==> src/rtl/periph_guard_pkg.sv <==
package periph_guard_pkg;

    typedef enum logic [1:0] {
        SZ_BYTE  = 2'd0,
        SZ_HALF  = 2'd1,
        SZ_WORD  = 2'd2,
        SZ_DWORD = 2'd3
    } xfer_size_e;

    typedef enum logic [1:0] {
        ST_IDLE   = 2'd0,
        ST_ACCESS = 2'd1,
        ST_RESP   = 2'd2
    } txn_state_e;

    typedef struct packed {
        logic blocked;
        logic sec_fail;
        logic priv_fail;
    } verdict_t;

    // Little-endian byte-lane mask for an 8-lane data path.
    function automatic logic [7:0] lane_mask(input logic [1:0] sz, input logic [2:0] off);
        logic [3:0]  nbytes;
        logic [15:0] ones;
        logic [2:0]  aligned;
        nbytes  = 4'd1 << sz;
        ones    = (16'd1 << nbytes) - 16'd1;
        aligned = off & ~(3'(nbytes - 4'd1));
        return ones[7:0] << aligned;
    endfunction

endpackage

==> src/rtl/pg_cfg_regs.sv <==
module pg_cfg_regs #(
    parameter int NPORT = 16
) (
    input  logic             clk,
    input  logic             rst,
    input  logic [NPORT-1:0] ns_i,
    input  logic [NPORT-1:0] ap_i,
    input  logic             err_mode_i,
    output logic [NPORT-1:0] ns_q,
    output logic [NPORT-1:0] ap_q,
    output logic             err_mode_q
);
    always_ff @(posedge clk) begin
        if (rst) begin
            ns_q       <= '0;
            ap_q       <= '0;
            err_mode_q <= 1'b0;
        end else begin
            ns_q       <= ns_i;
            ap_q       <= ap_i;
            err_mode_q <= err_mode_i;
        end
    end
endmodule

==> src/rtl/pg_check.sv <==
module pg_check
    import periph_guard_pkg::*;
#(
    parameter int               NPORT    = 16,
    parameter int               PW       = 4,
    parameter logic [NPORT-1:0] SEC_MASK = '0
) (
    input  logic [NPORT-1:0] ns_i,
    input  logic [NPORT-1:0] ap_i,
    input  logic [PW-1:0]    port_i,
    input  logic             secure_i,
    input  logic             user_i,
    output verdict_t         verdict_o
);
    logic [NPORT-1:0] sec_bad;
    logic [NPORT-1:0] priv_bad;

    for (genvar g = 0; g < NPORT; g++) begin : g_port
        if (SEC_MASK[g]) begin : g_masked
            assign sec_bad[g] = 1'b0;
        end else begin : g_checked
            assign sec_bad[g] = (secure_i == ns_i[g]);
        end
        assign priv_bad[g] = user_i & ~ap_i[g];
    end

    always_comb begin
        verdict_o.sec_fail  = sec_bad[port_i];
        verdict_o.priv_fail = priv_bad[port_i];
        verdict_o.blocked   = verdict_o.sec_fail | verdict_o.priv_fail;
    end
endmodule

==> src/rtl/pg_violation.sv <==
module pg_violation (
    input  logic clk,
    input  logic set_i,
    input  logic clr_i,
    input  logic en_i,
    output logic status_o,
    output logic irq_o
);
    // Deliberately outside the reset domain: only the clear input empties it.
    logic status_q;

    always_ff @(posedge clk) begin
        if (clr_i) begin
            status_q <= 1'b0;
        end else if (set_i) begin
            status_q <= 1'b1;
        end
    end

    assign status_o = status_q;
    assign irq_o    = status_q & en_i;
endmodule

==> src/rtl/pg_txn.sv <==
module pg_txn
    import periph_guard_pkg::*;
#(
    parameter int NPORT = 16,
    parameter int PW    = 4,
    parameter int AW    = 12,
    parameter int DW    = 64,
    localparam int SW   = DW / 8
) (
    input  logic              clk,
    input  logic              rst,
    input  logic              req_valid_i,
    output logic              req_ready_o,
    input  logic [PW-1:0]     port_i,
    input  logic [AW-1:0]     addr_i,
    input  logic              write_i,
    input  logic [1:0]        size_i,
    input  logic [DW-1:0]     wdata_i,
    input  verdict_t          verdict_i,
    input  logic              err_mode_i,
    output logic              accept_o,
    output logic              viol_o,
    output logic              rsp_valid_o,
    output logic              rsp_err_o,
    output logic [DW-1:0]     rsp_rdata_o,
    output logic [NPORT-1:0]  dn_sel_o,
    output logic [AW-1:0]     dn_addr_o,
    output logic              dn_write_o,
    output logic [1:0]        dn_size_o,
    output logic [DW-1:0]     dn_wdata_o,
    output logic [SW-1:0]     dn_strb_o,
    input  logic [NPORT-1:0]  dn_ready_i,
    input  logic [NPORT*DW-1:0] dn_rdata_i,
    input  logic [NPORT-1:0]  dn_err_i
);
    typedef struct packed {
        logic [PW-1:0] port;
        logic [AW-1:0] addr;
        logic          write;
        xfer_size_e    size;
        logic [DW-1:0] wdata;
    } req_t;

    txn_state_e    state_q;
    req_t          req_q;
    logic          rsp_err_q;
    logic [DW-1:0] rsp_rdata_q;
    logic [DW-1:0] rd_arr [NPORT];
    logic          hit_ready;

    for (genvar g = 0; g < NPORT; g++) begin : g_dn
        assign rd_arr[g]   = dn_rdata_i[g*DW +: DW];
        assign dn_sel_o[g] = (state_q == ST_ACCESS) && (req_q.port == PW'(g));
    end

    assign accept_o    = req_valid_i && (state_q == ST_IDLE);
    assign viol_o      = accept_o && verdict_i.blocked;
    assign hit_ready   = dn_ready_i[req_q.port];
    assign req_ready_o = (state_q == ST_IDLE);

    always_ff @(posedge clk) begin
        if (rst) begin
            state_q     <= ST_IDLE;
            req_q       <= '0;
            rsp_err_q   <= 1'b0;
            rsp_rdata_q <= '0;
        end else begin
            case (state_q)
                ST_IDLE: begin
                    if (accept_o) begin
                        req_q.port  <= port_i;
                        req_q.addr  <= addr_i;
                        req_q.write <= write_i;
                        req_q.size  <= xfer_size_e'(size_i);
                        req_q.wdata <= wdata_i;
                        if (verdict_i.blocked) begin
                            rsp_err_q   <= err_mode_i;
                            rsp_rdata_q <= '0;
                            state_q     <= ST_RESP;
                        end else begin
                            state_q <= ST_ACCESS;
                        end
                    end
                end
                ST_ACCESS: begin
                    if (hit_ready) begin
                        rsp_err_q   <= dn_err_i[req_q.port];
                        rsp_rdata_q <= rd_arr[req_q.port];
                        state_q     <= ST_RESP;
                    end
                end
                default: begin
                    state_q <= ST_IDLE;
                end
            endcase
        end
    end

    assign rsp_valid_o = (state_q == ST_RESP);
    assign rsp_err_o   = rsp_err_q;
    assign rsp_rdata_o = rsp_rdata_q;
    assign dn_addr_o   = req_q.addr;
    assign dn_write_o  = req_q.write;
    assign dn_size_o   = req_q.size;
    assign dn_wdata_o  = req_q.wdata;
    assign dn_strb_o   = SW'(lane_mask(req_q.size, req_q.addr[2:0]));
endmodule

==> src/rtl/periph_guard.sv <==
module periph_guard
    import periph_guard_pkg::*;
#(
    parameter int               NPORT        = 16,
    parameter int               AW           = 12,
    parameter int               DW           = 64,
    parameter logic [NPORT-1:0] SEC_MASK     = '0,
    parameter logic [NPORT-1:0] PORT_PRESENT = '1,
    localparam int              PW           = $clog2(NPORT),
    localparam int              SW           = DW / 8
) (
    input  logic                clk,
    input  logic                rst,
    input  logic                up_req_valid,
    output logic                up_req_ready,
    input  logic [PW-1:0]       up_port,
    input  logic [AW-1:0]       up_addr,
    input  logic                up_write,
    input  logic [1:0]          up_size,
    input  logic [DW-1:0]       up_wdata,
    input  logic                up_secure,
    input  logic                up_user,
    output logic                up_rsp_valid,
    output logic                up_rsp_err,
    output logic [DW-1:0]       up_rdata,
    output logic [NPORT-1:0]    dn_sel,
    output logic [AW-1:0]       dn_addr,
    output logic                dn_write,
    output logic [1:0]          dn_size,
    output logic [DW-1:0]       dn_wdata,
    output logic [SW-1:0]       dn_strb,
    input  logic [NPORT-1:0]    dn_ready,
    input  logic [NPORT*DW-1:0] dn_rdata,
    input  logic [NPORT-1:0]    dn_err,
    input  logic [NPORT-1:0]    port_ns_cfg,
    input  logic [NPORT-1:0]    port_unpriv_ok,
    input  logic                blk_err_mode,
    input  logic                viol_irq_en,
    input  logic                viol_clr,
    output logic                viol_irq
);
    logic [NPORT-1:0] cfg_ns_q;
    logic [NPORT-1:0] cfg_ap_q;
    logic             err_mode_q;
    verdict_t         verdict;
    logic             accept_w;
    logic             viol_set;
    logic             viol_status;

    pg_cfg_regs #(.NPORT(NPORT)) u_cfg (
        .clk        (clk),
        .rst        (rst),
        .ns_i       (port_ns_cfg),
        .ap_i       (port_unpriv_ok),
        .err_mode_i (blk_err_mode),
        .ns_q       (cfg_ns_q),
        .ap_q       (cfg_ap_q),
        .err_mode_q (err_mode_q)
    );

    pg_check #(.NPORT(NPORT), .PW(PW), .SEC_MASK(SEC_MASK)) u_check (
        .ns_i      (cfg_ns_q),
        .ap_i      (cfg_ap_q),
        .port_i    (up_port),
        .secure_i  (up_secure),
        .user_i    (up_user),
        .verdict_o (verdict)
    );

    pg_txn #(.NPORT(NPORT), .PW(PW), .AW(AW), .DW(DW)) u_txn (
        .clk         (clk),
        .rst         (rst),
        .req_valid_i (up_req_valid),
        .req_ready_o (up_req_ready),
        .port_i      (up_port),
        .addr_i      (up_addr),
        .write_i     (up_write),
        .size_i      (up_size),
        .wdata_i     (up_wdata),
        .verdict_i   (verdict),
        .err_mode_i  (err_mode_q),
        .accept_o    (accept_w),
        .viol_o      (viol_set),
        .rsp_valid_o (up_rsp_valid),
        .rsp_err_o   (up_rsp_err),
        .rsp_rdata_o (up_rdata),
        .dn_sel_o    (dn_sel),
        .dn_addr_o   (dn_addr),
        .dn_write_o  (dn_write),
        .dn_size_o   (dn_size),
        .dn_wdata_o  (dn_wdata),
        .dn_strb_o   (dn_strb),
        .dn_ready_i  (dn_ready),
        .dn_rdata_i  (dn_rdata),
        .dn_err_i    (dn_err)
    );

    pg_violation u_viol (
        .clk      (clk),
        .set_i    (viol_set),
        .clr_i    (viol_clr),
        .en_i     (viol_irq_en),
        .status_o (viol_status),
        .irq_o    (viol_irq)
    );
endmodule

==> config.mk <==
export PLATFORM = sky130hd
export DESIGN_NAME = periph_guard
export DESIGN_NICKNAME = d
export VERILOG_FILES = /design/src/rtl/periph_guard_pkg.sv /design/src/rtl/pg_cfg_regs.sv /design/src/rtl/pg_check.sv /design/src/rtl/pg_violation.sv /design/src/rtl/pg_txn.sv /design/src/rtl/periph_guard.sv
export SDC_FILE = /design/constraint.sdc
export NUM_CORES = 1
export LEC_CHECK = 0
export ABC_AREA = 1
export CAP_MARGIN = 20
export CELL_PAD_IN_SITES_DETAIL_PLACEMENT = 1
export CELL_PAD_IN_SITES_GLOBAL_PLACEMENT = 1
export CORE_AREA = 2 2 526 528
export CTS_CLUSTER_SIZE = 40
export DETAILED_ROUTE_END_ITERATION = 8
export DIE_AREA = 0 0 528 530
export PLACE_DENSITY_LB_ADDON = 0.2
export SLEW_MARGIN = 40
export SYNTH_ARGS = -nofsm -noshare
export SYNTH_HDL_FRONTEND = slang
export SYNTH_SLANG_ARGS = --single-unit
==> constraint.sdc <==
create_clock -name clk -period 2 [get_ports clk]
set_clock_uncertainty 0.15 [all_clocks]
set_input_delay 0.4 -clock clk [delete_from_list [all_inputs] [get_ports clk]]
set_output_delay 0.4 -clock clk [all_outputs]
set_load 0.01 [all_outputs]
== Word level (Yosys, flattened, before mapping) ==
Cells that the tools add are included.
Storage, ports and cells
  flip-flop bits (word level): 184
  word-level logic and storage cells: 140
  bits of input ports: 1179
  output and inout bits: 171
  ROM bits: 0
  bits in latches: 0
  RAM bits: 0
  memories kept: 0
Cells by class
  $lt $le $gt $ge: 3
  shifts and indexed selects: 3
  div/mod/pow operators: 0
  multipliers: 0
  bitwise gates (word level): 37
  reduce and logical (&&, ||, !) cells: 24
  add/subtract/negate cells: 2
  multiplexer cells: 23
  equal/unequal tests: 36
Operators with widths (count)
  two-way mux 64 bit: 5
  binary-select mux 64 bit (select 4 bit): 1
  one-hot mux 64 bit (2 select lines): 1
  == test 4 bit (second input constant): 8
  logical AND 1 bit: 18
  AND 1 bit: 17
  binary-select mux 1 bit (select 4 bit): 4
  == test 1 bit: 16
  == test 4 x 3 -> 1 bit (second input constant): 4
  inverter 1 bit: 16
  < comparator 4 x 5 -> 1 bit (second input constant): 2
  == test 4 x 2 -> 1 bit (second input constant): 2
  left shift 1 x 4 -> 8 bit (first input constant): 1
  left shift 8 x 3 -> 8 bit: 1
  subtractor 8 x 1 -> 8 bit (second input constant): 1
  two-way mux 1 bit: 7
  two-way mux 2 bit: 3
  != test 2 x 1 -> 1 bit (second input constant): 3
  >= comparator 5 bit (second input constant): 1
  inverter 4 -> 5 bit: 1
  == test 4 x 1 -> 1 bit (second input constant): 1
  logical NOT 4 bit: 1
  one-hot mux 2 bit (2 select lines): 1
  AND reduction 2 bit: 2
  other kinds (11): 11

== Logic depth before layout (Yosys ltp) ==
  depth after elaboration: 8
  depth in mapped cells: 15
  depth with buffers taken out: 11

== Cells and area by module ==
From an unflattened synthesis, not the netlist that was laid out.
Unflattened totals
  cells, all modules: 3670
  area, all modules: 18920.6 µm²
Modules (own cells, without submodules)
  pg_txn: area each 17540.6 µm², cells an instance 3484, sequential area each 3002.9 µm², times used 1
  pg_cfg_regs: area each 958.4 µm², cells an instance 103, sequential area each 660.6 µm², times used 1
  pg_check: area each 386.6 µm², cells an instance 78, sequential area each 0.0 µm², times used 1
  pg_violation: area each 35.0 µm², cells an instance 5, sequential area each 20.0 µm², times used 1

== Worst setup path after synthesis ==
No wires, ideal clock.
  path kind: input-to-reg
  from: input port up_port[0]
  to: register u_txn.rsp_rdata_q[14] (netlist: u_txn.rsp_rdata_o[14])
  stages: 12
  data arrival time: 1720 ps
  setup time: 115 ps
  path buffers: 4
  slack: 15 ps
  data required time: 1735 ps
  cells stage by stage: buf_4 buf_2 nand2_1 nand3_1 nand3_1 nand3_1 nand3_1 nand4_2 buf_6 buf_2 a21oi_1 nor2_1
On the way
  cells in the longest elaborated chain, start to end: 5
  elaborated cells between the ends (all ways): 7
  those cells by class: eq/ne (1); mux (4); bitwise (1); reduce/logical (1)
Ends and longest elaborated chain
  start, declared: line periph_guard.sv:16  | input logic [PW-1:0] up_port,
  binary-select mux 1 bit (select 4 bit), on equally long branches: line pg_check.sv:28, pg_check.sv:29
  two-way mux 1 bit, on equally long branches: line pg_check.sv:28, pg_check.sv:29
  OR 1 bit *: line pg_check.sv:30  | verdict_o.blocked = verdict_o.sec_fail | verdict_o.priv_fail;
  != test 2 x 1 -> 1 bit (no line) *
  AND reduction 4 bit (no line) *
  end signal, assigned: line pg_txn.sv:88  | rsp_rdata_q <= rd_arr[req_q.port];
  end, declared: line pg_txn.sv:47  | logic [DW-1:0] rsp_rdata_q;
Every way passes the cells marked *; elsewhere a longest branch is shown, timed or not. The select of a mux whose other input is x is not followed.
A chain may end at the register's enable or synchronous reset.

== Final worst setup path ==
  from: register u_txn.req_q, in the netlist u_txn.dn_size_o[0]
  to: output port dn_strb[7]
On the way
  cells in the longest elaborated chain, start to end: 5
  elaborated cells between the ends (all ways): 7
  those cells by class: add/sub (2); shift (3); bitwise (2)
Ends and longest elaborated chain
  start, declared: line pg_txn.sv:45  | req_t req_q;
  left shift 1 x 2 -> 4 bit *: line periph_guard_pkg.sv:27  | nbytes = 4'd1 << sz;
  parallel branches: the longest is 3 deep, another holds subtractor 8 x 1 -> 8 bit
  left shift 8 x 3 -> 8 bit *: line periph_guard_pkg.sv:30  | return ones[7:0] << aligned;
  end, declared: line periph_guard.sv:31  | output logic [SW-1:0] dn_strb,
Mark *: on every way between the ends.

==> impl.org <==
** Global route
- Number of antenna violations at the first check in global routing :: 157
- GRT Overall Usage :: 14.76%
- The via count of the first global-routing pass was roughly 26000.
- Wire length of the first global-routing pass :: roughly 270000 µm
- Summed over all layers, the global routing overflow is 0.
- Maximum number of pins on one net before global-route repair :: between 60 and 70

** Detailed routing
- For this block, the routed nets add up to approximately 220000 µm of wire.
- The count of nets left with antenna violations once routing finished came out at 0.
- The final route contains 24760 vias.
- 1st-iter DRT viols :: between 1000 and 1500
- The pre-antenna-repair detailed-routing pass consisted of 5 iterations.
- Vias per Instance :: 3.277
- Average detailed-routed wire length per instance :: 28.97 µm
- Residual DRC count :: 0

** Timing
- Timing would allow up to roughly 390 MHz.
- Count of final max-slew check failures :: 0
- Unrepaired setup endpoints after global routing :: true
- Final hold viol count :: 0
- Final-report setup violation count :: 91
- Slew Limit Headroom :: a little over half
- After routing, the total negative slack on setup checks comes to -38340 ps.
- Worst Setup Slack, final :: -576.9 ps
- The routed design could run at a clock period as short as approximately 2600 ps.
- For the pin with the worst max-slew slack, the measured transition is 676.5 ps.
- The worst path uses 128.8% of the clock period.

** Worst setup path
- On the critical path the largest part of the delay comes from buffers and inverters.
- Data required time at the worst endpoint :: between 1000 and 1500 ps
- Startpoint of the most critical register-to-register path :: u_txn.req_q[79]$_SDFFE_PP0P_
- Worst setup path class :: flip-flop to output port
- Buffers and inverters on the worst path :: 4
- Arrival time at the worst endpoint :: roughly 2000 ps
- The worst setup path is captured at an output port.
- Peak fanout along the critical path :: 5
- For this run, the slowest stage of the critical path takes between 300 and 400 ps.
- The worst register-to-register path has a depth of 16.
- Element type at the critical path start :: flip-flop
- For flop-to-flop paths, the worst setup slack is -550 ps.
- Reg-to-reg endpoint :: u_txn.rsp_rdata_o[41]$_SDFFE_PP0P_
- For this design, the slowest cell found on the critical path is dfxtp_4.
- Walking the worst path, the cells encountered are inv_4 -> nor2_4 -> ha_4 -> nand2_4 -> inv_6 -> nand2_4 -> o21ai_2 -> buf_4 -> o21ai_2 -> buf_2.

** Logic synthesis
- Counting every net in the synthesized netlist gives 3593.
- During synthesis, Yosys emitted a total of 0 warnings.
- After synthesis, flip-flops and latches occupy between 20% and 30% of the total area.
- Number of instances in the synthesized netlist :: around 2400
- Average instance area after synthesis :: 6.237 µm²
- After synthesis, the netlist uses 28 different library cells.
- After synthesis the netlist holds a flip-flop and latch count of between 150 and 200.
- The cell area that synthesis handed to floorplanning was around 15000 µm².

** Clock network
- Num Clock Sinks :: 184
- Clock-pin transition on the worst setup and hold timing paths :: roughly 80 ps
- The H-tree was split into 4 levels.
- TritonCTS built the clock tree.
- The clock reaches the later pin of the worst-skew pair after 590 ps.
- No sink is reached through more buffers than the 3 on the longest clock path.
- In this run, CTS created clock tree buffers numbering 25.
- Clock tree synthesis selected as its root buffer the cell clkbuf_16.

** Power
- Dividing total power by cell area gives a power density of a little under 600 nW/µm².
- Leakage dissipation :: 14.93 nW
- IR Drop Worst-Case VDD :: approximately 0.50 mV

** Final layout
- In the layout the commonest cells are 1178 x clkdlybuf4s50_1, 646 x nand2_1, 455 x a22oi_1.
- Most common library cell in the layout ignoring fill and taps :: clkdlybuf4s50_1
- The post-route netlist has 21.58% of its cells at a drive strength greater than 1.
- For this run, the post-layout net count is a little over 5000.
- Fillcell total :: about 32000
- From synthesis to final layout, the design area changed by 159.0%.

** Floorplanning
- Die outline height :: ~530 µm
- Core region area :: approximately 270000 µm²
- During I/O placement, the number of pins put on the boundary was around 1400.
- Once the floorplan was initialized, standard cells occupied 5.476% of the core.
- The initialized floorplan defines ~190 standard-cell rows.
- Die footprint :: 279800 µm²
- The die is roughly 530 µm wide.

** Run
- The tool flagged a number of max-cap violations equal to 0.

** Placement
- Port Buffer Count :: 1349
- Post-DP HPWL :: about 180000 µm
- At the end of routability-driven placement, the weighted congestion stood at around 0.83.
- Setup Slack @ Placement :: -779.1 ps

** Worst hold path
- Min-Delay Path Depth :: 3
- The path with the worst hold slack has its endpoint at u_cfg.ap_q[4]$_SDFF_PP0_.
- The tightest min-delay check is of the input port to flip-flop type.
- Min-delay src :: port_unpriv_ok[4]

** Run status
- Violated checks :: negative setup slack
- The flow ran to the end, but the final reports show violations.
==> timing repair <==
action / in CTS / in global routing
pin swaps: 144 / 113
resized for setup: 651 / 206
setup endpoints to repair: 228 / 93
buffers inserted: 54 / 25
hold buffers: 0 / 0
cloned: 20 / 9
==> logic make-up after synthesis <==
kind of cell / count (synthesis) / synth area share, %
AOI/OAI and AO/OA: 688 / 31.58
DFF: 184 / 24.48
adders and majority gates: 1 / 0.08313
and+or+nand+nor: 1180 / 31.68
buffers and inverters: 360 / 12.19
==> layer usage <==
layer  global-route usage, %  wire length (µm)  vias to the layer above
met5                       0               444                        -
met4                   2.367              3175                       70
met3                   5.590             20470                      271
met2                   26.45            109300                     1184
met1                   16.71             85450                    11780
li1                        -                 -                    11450
==> cells in the mapped netlist <==
| master | instances | area share (%) |
|---|---|---|
| inv_4 | 1 | 0.042 |
| nand3_2 | 1 | 0.067 |
| inv_1 | 55 | 1.4 |
| buf_4 | 84 | 4.2 |
| nand3_1 | 96 | 3.2 |
| nor2_4 | 1 | 0.075 |
| a22oi_1 | 520 | 26 |
| clkbuf_4 | 1 | 0.050 |
| nand4_2 | 1 | 0.083 |
| nor3_1 | 3 | 0.10 |
| o211ai_1 | 1 | 0.050 |
| clkinv_1 | 1 | 0.025 |
| dfxtp_1 | 184 | 24 |
| nand4_1 | 68 | 2.8 |
| buf_1 | 15 | 0.37 |
| clkbuf_1 | 84 | 2.1 |
| nor2_1 | 283 | 7.1 |
| o31ai_1 | 1 | 0.050 |
| inv_2 | 5 | 0.12 |
| nand2_1 | 724 | 18 |
| o21bai_1 | 1 | 0.050 |
| o21ai_0 | 88 | 2.9 |
| nor2_2 | 2 | 0.083 |
| buf_6 | 3 | 0.22 |
| buf_2 | 111 | 3.7 |
| ha_1 | 1 | 0.083 |
| nor2_8 | 1 | 0.13 |
| a21oi_1 | 77 | 2.6 |
==> layout make-up <==
class	instances	area (µm²)	area share [%]
clock inverters	3	46.29	0.1188
flip-flops and latches	184	3711	9.523
repair buffers	1767	18470	47.39
well taps	3607	4513	11.58
inverters	62	284.0	0.7288
diodes	32	80.08	0.2055
multi-input cells	1869	11170	28.67
clock buffers	30	694.4	1.782
==> through the flow <==
step | total power, mW | cells | utilization [%] | cell area (µm²) | hold WS, ps
after detailed placement | 16.33 | 7394 | 12.64 | 34740 | 312.6
after floorplan | 8.494 | 2413 | - | 15050 | 286.6
after global routing | 24.25 | 7530 | 14.16 | 38910 | 170.6
after CTS | 22.91 | 7499 | 13.76 | 37820 | 133.2
final | 22.69 | 7554 | 14.18 | 38970 | 205.4
after global placement | 16.32 | 7394 | 12.64 | 34740 | 308.3
==> state kept, by name, indices dropped and copies added (netlist names), 2 cells and up <==
name and count:
u_cfg.ap_q 16, u_cfg.ns_q 16, u_txn.req_q 4, u_txn.dn_size_o 2
u_txn.rsp_rdata_o 64, u_txn.dn_addr_o 12, u_txn.dn_wdata_o 64, u_txn.state_q 2
==> power by group <==
part	leakage [nW]	internal (mW)	switching (mW)	total, mW
combinational	13.0	6.50	7.11	13.6
sequential	1.53	4.10	0.323	4.42
clock	0.363	2.57	2.10	4.67
==> how the worst max path moves through the flow <==
stage	start	end	slack (ps)	cells after the start
6_report	u_txn.dn_size_o[0]$_SDFFE_PP0P_	dn_strb[7]	-580	10
5_1_grt	u_txn.dn_size_o[0]$_SDFFE_PP0P_	dn_strb[7]	-700	10
4_1_cts	u_txn.dn_size_o[0]$_SDFFE_PP0P_	dn_strb[5]	-700	11
3_5_place_dp	up_port[0]	u_txn.rsp_rdata_o[26]$_SDFFE_PP0P_	-780	13
3_3_place_gp	u_txn.req_q[80]$_SDFFE_PP0P_	u_txn.rsp_rdata_o[8]$_SDFFE_PP0P_	-710	12
2_1_floorplan	up_port[0]	u_txn.rsp_rdata_o[14]$_SDFFE_PP0P_	10	12
==> tightest hold or removal path, delay by kind of cell <==
family,cells,cell delay [ps]
simple gates,1,40
buf+inv,2,440
Note: power is estimated with default switching activity, not from simulation.
